===== src/rtl/sarx_pkg.sv =====
// Shared definitions for the serial audio receiver.
// Assumes: LSB-justified word lengths never exceed the output sample width.
package sarx_pkg;

    // Framing decoded from the static select code and the mode input
    typedef enum logic [2:0] {
        FMT_I2S,
        FMT_MSBJ,
        FMT_LSB_SHORT,
        FMT_LSB_MID,
        FMT_LSB_LONG
    } fmt_e;

    localparam int LSB_SHORT_W = 16;
    localparam int LSB_MID_W   = 18;
    localparam int LSB_LONG_W  = 20;

    // Map the select code and mode input onto a framing
    function automatic fmt_e decode_fmt(input logic [1:0] code, input logic msb_mode);
        fmt_e f;
        if (msb_mode) begin
            f = FMT_MSBJ;
        end else begin
            case (code)
                2'b01:   f = FMT_LSB_SHORT;
                2'b10:   f = FMT_LSB_MID;
                2'b11:   f = FMT_LSB_LONG;
                default: f = FMT_I2S;
            endcase
        end
        return f;
    endfunction

endpackage


===== src/rtl/sarx_sync.sv =====
// Multi-stage synchronizer for a bundle of asynchronous single-bit lines.
// Assumes: all bits change far apart relative to the system clock, so one
// common delay keeps them mutually aligned.
module sarx_sync #(
    parameter int STAGES = 2,
    parameter int W      = 3
) (
    input  logic         clk,
    input  logic         rst_n,
    input  logic [W-1:0] async_i,
    output logic [W-1:0] sync_o
);
    logic [STAGES-1:0][W-1:0] chain;

    generate
        for (genvar s = 0; s < STAGES; s++) begin : g_stage
            if (s == 0) begin : g_first
                // First stage: capture the raw inputs
                always_ff @(posedge clk) begin
                    if (!rst_n) chain[0] <= '0;
                    else        chain[0] <= async_i;
                end
            end else begin : g_next
                // Later stages: pass the previous stage along
                always_ff @(posedge clk) begin
                    if (!rst_n) chain[s] <= '0;
                    else        chain[s] <= chain[s-1];
                end
            end
        end
    endgenerate

    assign sync_o = chain[STAGES-1];
endmodule


===== src/rtl/sarx_slot.sv =====
// Slot tracker: finds bit-clock rises, shifts in data and reports each
// completed channel slot (raw bits, length and channel).
// Assumes: at most SLOT_W bits per slot. With delay_tag set (I2S), slots are
// tagged by the channel select seen one bit earlier.
module sarx_slot #(
    parameter int SLOT_W = 32,
    localparam int CNT_W = $clog2(SLOT_W + 1)
) (
    input  logic              clk,
    input  logic              rst_n,
    input  logic              bclk_s,
    input  logic              lrclk_s,
    input  logic              sdata_s,
    input  logic              delay_tag,
    output logic              bit_rise,
    output logic              done,
    output logic              done_chan,
    output logic [SLOT_W-1:0] done_bits,
    output logic [CNT_W-1:0]  done_len
);
    logic              bclk_d;
    logic              lr_prev;
    logic              tag_q;
    logic              started;
    logic [SLOT_W-1:0] shreg;
    logic [CNT_W-1:0]  cnt;
    logic              tag_now;
    logic              boundary;

    // Rise of the synchronized bit clock and the slot tag for this bit
    assign bit_rise = bclk_s & ~bclk_d;
    assign tag_now  = delay_tag ? lr_prev : lrclk_s;
    assign boundary = bit_rise && (tag_now != tag_q);

    // Completed-slot report, valid only for slots that began at a boundary
    assign done      = boundary && started;
    assign done_chan = tag_q;
    assign done_bits = shreg;
    assign done_len  = cnt;

    // Delay register for bit-clock edge detection
    always_ff @(posedge clk) begin
        if (!rst_n) bclk_d <= 1'b0;
        else        bclk_d <= bclk_s;
    end

    // Per-bit state: tags, shift register and saturating bit count
    always_ff @(posedge clk) begin
        if (!rst_n) begin
            lr_prev <= 1'b0;
            tag_q   <= 1'b0;
            started <= 1'b0;
            shreg   <= '0;
            cnt     <= '0;
        end else if (bit_rise) begin
            lr_prev <= lrclk_s;
            tag_q   <= tag_now;
            if (boundary) begin
                started <= 1'b1;
                shreg   <= {{(SLOT_W-1){1'b0}}, sdata_s};
                cnt     <= CNT_W'(1);
            end else begin
                shreg   <= {shreg[SLOT_W-2:0], sdata_s};
                if (cnt != CNT_W'(SLOT_W)) cnt <= cnt + CNT_W'(1);
            end
        end
    end
endmodule


===== src/rtl/sarx_align.sv =====
// Word aligner: turns the raw bits of a slot into a left-aligned sample
// according to the framing.
// Assumes: len >= 1, and for LSB-justified framings, len >= the word length.
module sarx_align
    import sarx_pkg::*;
#(
    parameter int SLOT_W   = 32,
    parameter int SAMPLE_W = 20,
    localparam int CNT_W   = $clog2(SLOT_W + 1)
) (
    input  fmt_e                fmt,
    input  logic [SLOT_W-1:0]   bits,
    input  logic [CNT_W-1:0]    len,
    output logic [SAMPLE_W-1:0] sample
);
    logic [SLOT_W-1:0]   msb_first;
    logic [SAMPLE_W-1:0] tail;

    // Take the last n bits and move them to the top of the sample
    function automatic logic [SAMPLE_W-1:0] pick_tail(input logic [SAMPLE_W-1:0] t, input int n);
        logic [SAMPLE_W-1:0] mask;
        mask = {SAMPLE_W{1'b1}} >> (SAMPLE_W - n);
        return (t & mask) << (SAMPLE_W - n);
    endfunction

    assign msb_first = bits << (CNT_W'(SLOT_W) - len);
    assign tail      = bits[SAMPLE_W-1:0];

    // Select the alignment rule of the current framing
    always_comb begin
        case (fmt)
            FMT_LSB_SHORT: sample = pick_tail(tail, LSB_SHORT_W);
            FMT_LSB_MID:   sample = pick_tail(tail, LSB_MID_W);
            FMT_LSB_LONG:  sample = pick_tail(tail, LSB_LONG_W);
            default:       sample = msb_first[SLOT_W-1 -: SAMPLE_W];
        endcase
    end
endmodule


===== src/rtl/serial_audio_rx.sv =====
// Serial audio receiver (slave): synchronizes the three serial lines, tracks
// channel slots, aligns each word and presents stereo pairs with a strobe.
// Assumes: the system clock is at least 256x the sample rate, and each bit-clock
// half period spans two or more system cycles.
module serial_audio_rx
    import sarx_pkg::*;
#(
    parameter int SAMPLE_W    = 20,
    parameter int SLOT_W      = 32,
    parameter int SYNC_STAGES = 2,
    localparam int CNT_W      = $clog2(SLOT_W + 1)
) (
    input  logic                clk,
    input  logic                rst_n,
    input  logic                bclk_i,
    input  logic                lrclk_i,
    input  logic                sdata_i,
    input  logic [1:0]          fmt_code_i,
    input  logic                msb_mode_i,
    output logic [SAMPLE_W-1:0] left_o,
    output logic [SAMPLE_W-1:0] right_o,
    output logic                pair_valid_o
);
    fmt_e                fmt;
    logic [2:0]          line_s;
    logic                bit_rise;
    logic                done;
    logic                done_chan;
    logic [SLOT_W-1:0]   done_bits;
    logic [CNT_W-1:0]    done_len;
    logic [SAMPLE_W-1:0] sample;
    logic [SAMPLE_W-1:0] left_hold;
    logic                have_left;

    assign fmt = decode_fmt(fmt_code_i, msb_mode_i);

    sarx_sync #(.STAGES(SYNC_STAGES), .W(3)) u_sync (
        .clk     (clk),
        .rst_n   (rst_n),
        .async_i ({bclk_i, lrclk_i, sdata_i}),
        .sync_o  (line_s)
    );

    sarx_slot #(.SLOT_W(SLOT_W)) u_slot (
        .clk       (clk),
        .rst_n     (rst_n),
        .bclk_s    (line_s[2]),
        .lrclk_s   (line_s[1]),
        .sdata_s   (line_s[0]),
        .delay_tag (fmt == FMT_I2S),
        .bit_rise  (bit_rise),
        .done      (done),
        .done_chan (done_chan),
        .done_bits (done_bits),
        .done_len  (done_len)
    );

    sarx_align #(.SLOT_W(SLOT_W), .SAMPLE_W(SAMPLE_W)) u_align (
        .fmt    (fmt),
        .bits   (done_bits),
        .len    (done_len),
        .sample (sample)
    );

    // Pair assembly: hold the left word, present both words when the right one completes
    always_ff @(posedge clk) begin
        if (!rst_n) begin
            left_hold    <= '0;
            have_left    <= 1'b0;
            left_o       <= '0;
            right_o      <= '0;
            pair_valid_o <= 1'b0;
        end else begin
            pair_valid_o <= 1'b0;
            if (done) begin
                if (!done_chan) begin
                    left_hold <= sample;
                    have_left <= 1'b1;
                end else if (have_left) begin
                    left_o       <= left_hold;
                    right_o      <= sample;
                    pair_valid_o <= 1'b1;
                    have_left    <= 1'b0;
                end
            end
        end
    end
endmodule


===== config.mk =====
export PLATFORM = sky130hd
export DESIGN_NAME = serial_audio_rx
export DESIGN_NICKNAME = d
export VERILOG_FILES = /design/src/rtl/sarx_pkg.sv /design/src/rtl/sarx_sync.sv /design/src/rtl/sarx_slot.sv /design/src/rtl/sarx_align.sv /design/src/rtl/serial_audio_rx.sv
export SDC_FILE = /design/constraint.sdc
export NUM_CORES = 1
export LEC_CHECK = 0
export BUFFER_PORTS_ARGS = -buffer_cell sky130_fd_sc_hd__buf_2
export CORE_ASPECT_RATIO = 0.5
export CORE_MARGIN = 3
export CORE_UTILIZATION = 52
export CTS_CLUSTER_DIAMETER = 150
export DETAILED_ROUTE_END_ITERATION = 7
export GPL_TIMING_DRIVEN = 0
export PLACE_DENSITY_LB_ADDON = 0.25
export SYNTH_ARGS = -nofsm -noshare
export SYNTH_HDL_FRONTEND = slang
export SYNTH_SLANG_ARGS = --single-unit

===== constraint.sdc =====
create_clock -name clk -period 5.9 [get_ports clk]
set_input_delay 1.18 -clock clk [delete_from_list [all_inputs] [get_ports clk]]
set_output_delay 1.18 -clock clk [all_outputs]
set_load 0.005 [all_outputs]

Word level (Yosys, flattened, before mapping):

Cells that the tools add are included.

* bits in registers: 110
* bits in latches: 0
* memory bits (writable): 0
* ROM bits: 0
* bits of input ports: 8
* logic and storage cells: 45
* memories: 0

* add/subtract/negate cells: 2
* multiply operators: 0
* div/mod/pow operators: 0
* order comparisons: 0
* equal/unequal tests: 8
* shifts and indexed selects: 1
* multiplexer cells: 9
* bitwise gates (word level): 3
* reduce and logical (&&, ||, !) cells: 9

Operator list (number)
* 20-bit case mux with 3 select lines: 1
* 32-bit two-way mux: 1
* 32-bit by 6-bit left shift with 32-bit output: 1
* 6-bit two-way mux: 2
* 3-bit case mux with 3 select lines: 1
* 6-bit by 1-bit adder with 6-bit output (second input constant): 1
* 3-bit by 2-bit equality test with 1-bit output (second input constant): 2
* 6-bit != test (second input constant): 1
* 2-bit AND reduction: 3
* 3-bit AND reduction: 2
* 6-bit subtractor (first input constant): 1
* 2-bit equality test (second input constant): 2
* 3-bit equality test (second input constant): 1
* 3-bit zero test: 1
* 1-bit two-way mux: 3
* 3-bit two-way mux: 1
* 2-bit by 1-bit equality test with 1-bit output (second input constant): 1
* 1-bit logical AND: 2
* 1-bit NOT: 2
* 2-bit nonzero test: 1
* 1-bit bitwise AND: 1
* 1-bit != test: 1

Logic depth before layout (Yosys ltp):

Gate-level depths: netlist (run 1).

* depth after elaboration: 9
* gate-level depth with buffers: 13

Cells and area by module:

A second synthesis (run 1) with hierarchy kept.

* cells, all modules: 755
* area, all modules: 6434.9 µm²

By module, submodules not included
* serial_audio_rx: instances 1, cells each 279, area an instance 2240.9 µm², seq. area each 1241.2 µm²
* sarx_align: instances 1, cells each 260, area an instance 2222.1 µm², seq. area each 0.0 µm²
* sarx_slot: instances 1, cells each 201, area an instance 1791.7 µm², seq. area each 840.8 µm²
* sarx_sync: instances 1, cells each 15, area an instance 180.2 µm², seq. area each 120.1 µm²

Worst setup path before layout (run 1):

Ideal clock, no wire load.

* path type: input to register
* from: input port fmt_code_i[0]
* to: register right_o[1]
* setup time: 0.075 ns
* arrival: 3.213 ns
* required time: 5.825 ns
* setup slack: 2.613 ns
* cell stages on the path: 10
* path buffers: 2
* cells stage by stage: inv_1 > ha_1 > nor4b_1 > mux2i_1 > and3_1 > and3_1 > buf_2 > clkbuf_1 > o21ai_0 > a31oi_1

* word-level cells in the longest chain between the ends: 9
* elaborated cells on any way between the ends: 15

Ends and longest elaborated chain
* start, declared: line serial_audio_rx.sv:18 `input logic [1:0] fmt_code_i,`
* 2-bit equality test or 2-bit by 1-bit equality test with 1-bit output (tied branches): line sarx_pkg.sv:24 `case (code)`
* 3-bit case mux with 3 select lines (*): line sarx_pkg.sv:24
* 3-bit two-way mux (*): line sarx_pkg.sv:21 `if (msb_mode) begin`
* 3-bit zero test: line serial_audio_rx.sv:50 `.delay_tag (fmt == FMT_I2S),`
* 1-bit two-way mux: line sarx_slot.sv:32 `assign tag_now = delay_tag ? lr_prev : lrclk_s;`
* 1-bit != test: line sarx_slot.sv:33 `assign boundary = bit_rise && (tag_now != tag_q);`
* 1-bit logical AND: line sarx_slot.sv:33
* 1-bit logical AND: line sarx_slot.sv:36 `assign done = boundary && started;`
* 3-bit AND reduction (no source line)
* end signal, assigned: line serial_audio_rx.sv:81 `right_o <= sample;`
* end, declared: line serial_audio_rx.sv:21 `output logic [SAMPLE_W-1:0] right_o,`

Mark *: on every way between the ends. The rest lies on a longest branch, timed or not.
A chain may end at the register's enable or synchronous reset.

Final worst setup path (run 1):

* from: input port fmt_code_i[0]
* to: register u_slot.shreg[4] (netlist: u_slot.done_bits[4])

* word-level cells in the longest chain between the ends: 8
* elaborated cells on any way between the ends: 10

Ends and longest elaborated chain
* 2-bit equality test or 2-bit by 1-bit equality test with 1-bit output (tied branches): line sarx_pkg.sv:24
* 3-bit case mux with 3 select lines (*): line sarx_pkg.sv:24
* 3-bit two-way mux (*): line sarx_pkg.sv:21
* 3-bit zero test (*): line serial_audio_rx.sv:50
* 1-bit two-way mux (*): line sarx_slot.sv:32
* 1-bit != test (*): line sarx_slot.sv:33
* 1-bit logical AND (*): line sarx_slot.sv:33
* 32-bit two-way mux (*): line sarx_slot.sv:58 `if (boundary) begin`
* end signal, assigned: line sarx_slot.sv:60 `shreg <= {{(SLOT_W-1){1'b0}}, sdata_s};`
* end signal, assigned: line sarx_slot.sv:63 `shreg <= {shreg[SLOT_W-2:0], sdata_s};`
* end, declared: line sarx_slot.sv:25 `logic [SLOT_W-1:0] shreg;`

Marked as above.

==> qor.txt, run 1 <==
clk buf depth - 2
Syn Std Cell Area - 6180 um2
Rows - 27
later-pin clock latency in the skew report - 370 ps
overall power - 1.51 mW
Reg2Reg Launch Point - u_slot.done_len[0]
Leak - 2.49 nW
number of global-route vias before repair - 5169
via count - 5756
routing usage on met2 - 0.398
clock period minus worst slack - 3920 ps
critical path arrival - 4200 ps
Die Footprint - 13300 um2
Final GP Congestion - 1.01
Max rail drop VDD - 0.000143 V
Hold Fails Final Rpt - 0
first-pass GRT wire length - 29300 um
Slew HR - 0.275
reg2reg end - right_o[13]
dpl cells - 896
final period utilization - 0.665
worst path required time - 6180 ps
Worst-path clk slew - 80 ps
post-synth top area cell - dfxtp_1
PostCTS Resize Cnt - 0
DP HPWL - 13700 um
Setup CP Type - input port to flip-flop
Die Span Y - 83.1 um
Seq cells post-synth - 110
busiest grt layer - met1
Setup crit end kind - flip-flop
Top FF cell, synth - dfxtp_1
met3 GRT Util - 0.0668
I/O Buffers - 47
CP startpoint - fmt_code_i[0]
Wirelength per Cell - 20.3 um
total CTS buffers - 9
CTS tree - done
Worst Tran Pin Value - 1070 ps
largest net degree at the start of global routing - 22
setup slack, reg-to-reg - 2080 ps
post-synth cell types - 63
Initial Utilization - 0.548
sequential element share of the synthesized area - 0.356
layout overhead on the synthesized area - 11.9%
Yosys warning count - 0
R2R cell count - 12
FMAX - 0.255 GHz
HP Class - flip-flop to flip-flop
grt ovf - 0
grt met1 use - 0.407
Final nets - 760
fin cells - 912
Die Width - 160 um
Commonest cells post-synth - 110 x dfxtp_1, 110 x nand2_1, 54 x a21boi_0, 50 x o21ai_0
Pins Over Slew Limit - 0
Async SR Flop Fraction - 0
status - finished, final reports clean
Core Util, Final - 0.613
# IOs - 49
DRC violations left - 0
Mapped Nets - 702
Startpoint Class - input port
max-cap violation count - 0
final wirelength - 18500 um
DRT antenna net count - 0
CTS Hold Bufs - 0
share of the synthesized area in the top cell type - 0.356
H-tree Lvls - 3
Core Region - 11300 um2
All-Layer GR Usage - 0.276
Synth area leaders - dfxtp_1 36%, mux4_2 8.7%, nand2_1 6.7%, a21boi_0 6.6%, o21ai_0 4.0%
EDFF count, synth - 0
power per cell area - 218 nW/um2
Setup crit end - u_slot.done_bits[4]
antenna violations before repair - 0
DRT Pass-1 Iters - 6
largest fanout on the critical path - 10
Via density - 6.31
fillers - 1017
Post-CTS Setup Bufs - 0
initial detailed-routing violation count - 871
setup violators final - 0
skew final - 13.5 ps
Synth Instances - 690
layout cells sized above 1 - 0.191
Synth Area per Inst - 8.96 um2
Antenna Cells - 0
Setup TNS - 0 ps
# clock sinks - 110
unrepaired setup endpoints after global routing - no
Root Driver - clkbuf_16
[cell type report]
type                       count  area, um2  area share
tap                          159        199      0.0288
sequential                   110       2200       0.318
clock inverter                 7       75.1      0.0109
inverter                      14       52.6     0.00760
buffer                        68        320      0.0463
clock buffer                   9        225      0.0326
multi-input combinational    498       3610       0.522
timing repair buffer          47        235      0.0340
[registers in the layout, summed over array words and instances (netlist names), 3 cells and up]
name              cells
u_sync.sync_o         3
u_slot.done_len       6
left_o               20
left_hold            20
u_sync.chain          3
right_o              20
u_slot.done_bits     32
[cell families after synthesis]
kind of cell | share of synthesized area
xor+xnor | 0.0156
simple gates | 0.171
compound gates | 0.220
flops | 0.356
mux | 0.169
buf+inv | 0.0603
fa+ha+maj | 0.00810
[layer usage]
metal,part of all wire,up-vias
met4,0.028,2
met2,0.41,327
met3,0.11,42
met5,0.0016,-
met1,0.45,2741
li1,-,2644
[where the power goes]
group,internal (mW),switching [mW],leakage [nW]
clock network,0.301,0.317,0.148
registers,0.746,0.00260,0.887
logic,0.0515,0.0929,1.46
total,1.10,0.413,2.49
[worst max-delay path, stage by stage]
cell and delay, ps:
buf_2 90, inv_1 40, ha_1 360, nor4b_1 580
mux2i_1 450, xor2_1 830, buf_2 360, nand3_1 90
a21boi_0 200
[through the flow]
stage	setup WS, ps	instance area, um2	hold slack, ps
2_1_floorplan	2610	6180	412
3_3_place_gp	1680	6620	412
3_5_place_dp	1600	6620	418
4_1_cts	1940	6920	438
5_1_grt	1760	6920	467
6_report	1980	6920	436
[how the worst min path moves through the flow]
stage                     cells after the start             from  slack, ps          endpoint
final                                         1  u_sync.chain[0]        440  u_sync.sync_o[0]
after global routing                          1  u_sync.chain[0]        470  u_sync.sync_o[0]
after CTS                                     1  u_sync.chain[0]        440  u_sync.sync_o[0]
after detailed placement                      1  u_sync.chain[0]        420  u_sync.sync_o[0]
after global placement                        1  u_sync.chain[1]        410  u_sync.sync_o[1]
after floorplan                               1  u_sync.chain[0]        410  u_sync.sync_o[0]
[cells in the final DEF (no fill, tap or decap), types with 3 or more instances in the layout]
master	n
dfxtp_1	110
nand3_1	38
a211oi_1	3
mux4_2	24
a21boi_0	54
mux4_1	5
buf_1	3
ha_1	4
and2_1	9
clkbuf_16	9
and3_1	4
nand2_1	110
clkbuf_1	39
nor3_1	4
o31ai_1	3
nor2_1	20
nor4_1	3
a21oi_1	39
buf_6	4
o21ai_0	50
mux2_2	16
buf_2	66
o211ai_1	6
o211a_1	4
inv_1	13
nand4_1	4
inv_6	3
a31oi_1	11
nor3b_1	3
buf_4	3
xnor2_1	3
a222oi_1	14
xor2_1	8
nand2b_1	4
a22oi_1	4
mux2i_1	19
No activity file was read; power rests on OpenSTA's default activity.
==> inputs of run 2 (changes only) <==
==> constraint.sdc (replaced) <==
create_clock -name clk -period 3.69 [get_ports clk]
set_input_delay 0.738 -clock clk [delete_from_list [all_inputs] [get_ports clk]]
set_output_delay 0.738 -clock clk [all_outputs]
set_load 0.005 [all_outputs]
==> run 2 against run 1 <==
Net effect:
- the run now ends with DRC left
- count of clock-buffer cells in the layout did not move
- via count is 0.54% lower
- critical path type is now flip-flop to flip-flop
- register-to-register slack got worse by 2000 ps
- sequential share of layout area fell by 0.15 points
- highest routed layer unchanged
- clock power up 60%
- combinational power is 62% higher
==> qor.txt, run 2 (synthesis gave the netlist of run 1 again) <==
Pins Over Slew Limit - 0
placed inst area - 6620 um2
I/O Buffers - 47
total CTS buffers - 9
Leak - 2.50 nW
# IOs - 49
Setup crit end kind - flip-flop
Final nets - 760
critical path arrival - 3870 ps
Slew HR - 0.287
worst path required time - 3910 ps
CTS tree - done
final period utilization - 0.988
# clock sinks - 110
clock period minus worst slack - 3640 ps
CP startpoint - u_slot.done_len[0]
Die Width - 160 um
skew final - 12.9 ps
final wirelength - 18500 um
Antenna Cells - 0
largest fanout on the critical path - 10
first-pass GRT wire length - 29300 um
Worst-path clk slew - 80 ps
HP Class - flip-flop to flip-flop
clk buf depth - 2
unrepaired setup endpoints after global routing - no
DRC violations left - 2
failing checks - DRC
Reg2Reg Launch Point - u_slot.done_len[0]
Rows - 27
power per cell area - 348 nW/um2
layout overhead on the synthesized area - 12.4%
largest net degree at the start of global routing - 22
later-pin clock latency in the skew report - 370 ps
Max rail drop VDD - 0.000227 V
Initial Utilization - 0.548
DRT Pass-1 Iters - 8
Die Span Y - 83.1 um
H-tree Lvls - 3
max-cap violation count - 0
reg2reg end - left_hold[14]
Via density - 6.28
setup slack, reg-to-reg - 50 ps
Root Driver - clkbuf_16
Final GP Congestion - 1.01
number of global-route vias before repair - 5172
fin area - 6950 um2
FMAX - 0.274 GHz
Worst Tran Pin Value - 1050 ps
Startpoint Class - flip-flop
Core Region - 11300 um2
fin cells - 912
layout cells sized above 1 - 0.198
max reg flops - 32
Setup CP Type - flip-flop to flip-flop
Die Footprint - 13300 um2
grt ovf - 0
dpl cells - 896
Hold Fails Final Rpt - 0
DP HPWL - 13700 um
All-Layer GR Usage - 0.276
setup violators final - 0
DRT antenna net count - 0
fillers - 1012
R2R cell count - 10
Setup crit end - left_hold[14]
initial detailed-routing violation count - 819
via count - 5725
Post-CTS Setup Bufs - 0
status - finished with violations
Wirelength per Cell - 20.3 um
commonest cells after routing, fill and taps aside - 110 x nand2_1, 110 x dfxtp_1, 64 x buf_2
antenna violations before repair - 0
-- run 2: area by class of cell --
| class | instances | area (um2) | area share |
|---|---|---|---|
| Buffer | 68 | 325 | 0.0468 |
| Clock buffer | 9 | 225 | 0.0324 |
| Clock inverter | 7 | 75.1 | 0.0108 |
| Inverter | 14 | 52.6 | 0.00756 |
| Multi-Input combinational cell | 498 | 3640 | 0.523 |
| Sequential cell | 110 | 2200 | 0.317 |
| Tap cell | 159 | 199 | 0.0286 |
| Timing Repair Buffer | 47 | 235 | 0.0338 |
-- run 2: what timing repair did --
action                     4_1_cts  5_1_grt
gates resized for setup          1        7
pin swaps                        0        0
hold buffers                     0        0
setup endpoints to repair        2       14
-- run 2: through the flow --
| stage | hold WS [ps] | setup WS (ps) | TNS [ps] | util | total power [mW] |
|---|---|---|---|---|---|
| after global placement | 412 | -92.2 | -1890 | 0.586 | 1.45 |
| after CTS | 438 | 31.9 | 0 | 0.613 | 2.42 |
| final | 436 | 45.4 | 0 | 0.616 | 2.42 |
| after floorplan | 412 | 729 | 0 | - | 1.39 |
| after global routing | 467 | 21.6 | 0 | 0.616 | 2.50 |
| after detailed placement | 418 | -171 | -4390 | 0.586 | 1.45 |
-- run 2: worst min-delay path by stage --
stage	endpoint	from	cells past startpoint
after floorplan	u_sync.sync_o[0]	u_sync.chain[0]	1
after global placement	u_sync.sync_o[1]	u_sync.chain[1]	1
after detailed placement	u_sync.sync_o[0]	u_sync.chain[0]	1
after CTS	u_sync.sync_o[0]	u_sync.chain[0]	1
after global routing	u_sync.sync_o[0]	u_sync.chain[0]	1
final	u_sync.sync_o[0]	u_sync.chain[0]	1
-- run 2: power breakdown --
group / switching [mW] / internal [mW] / total (mW)
registers: 0.00427 / 1.19 / 1.20
logic: 0.150 / 0.0837 / 0.234
clock network: 0.506 / 0.482 / 0.988
total: 0.660 / 1.76 / 2.42
-- run 2: routing by layer --
| metal | track usage | share of wire | vias to the layer above |
|---|---|---|---|
| met2 | 0.399 | 0.41 | 338 |
| met4 | 0.0850 | 0.027 | 3 |
| met1 | 0.407 | 0.44 | 2702 |
| met5 | 0 | 0.0023 | - |
| li1 | - | - | 2641 |
| met3 | 0.0668 | 0.12 | 41 |
-- run 2: worst max-delay path: stages, from the launching register on --
cell and delay, ps:
dfxtp_1 360, buf_6 190, buf_4 240, inv_2 150, ha_1 300, buf_2 260, buf_2 330, mux4_2 400
mux4_2 510, a211oi_1 600, a21oi_1 170
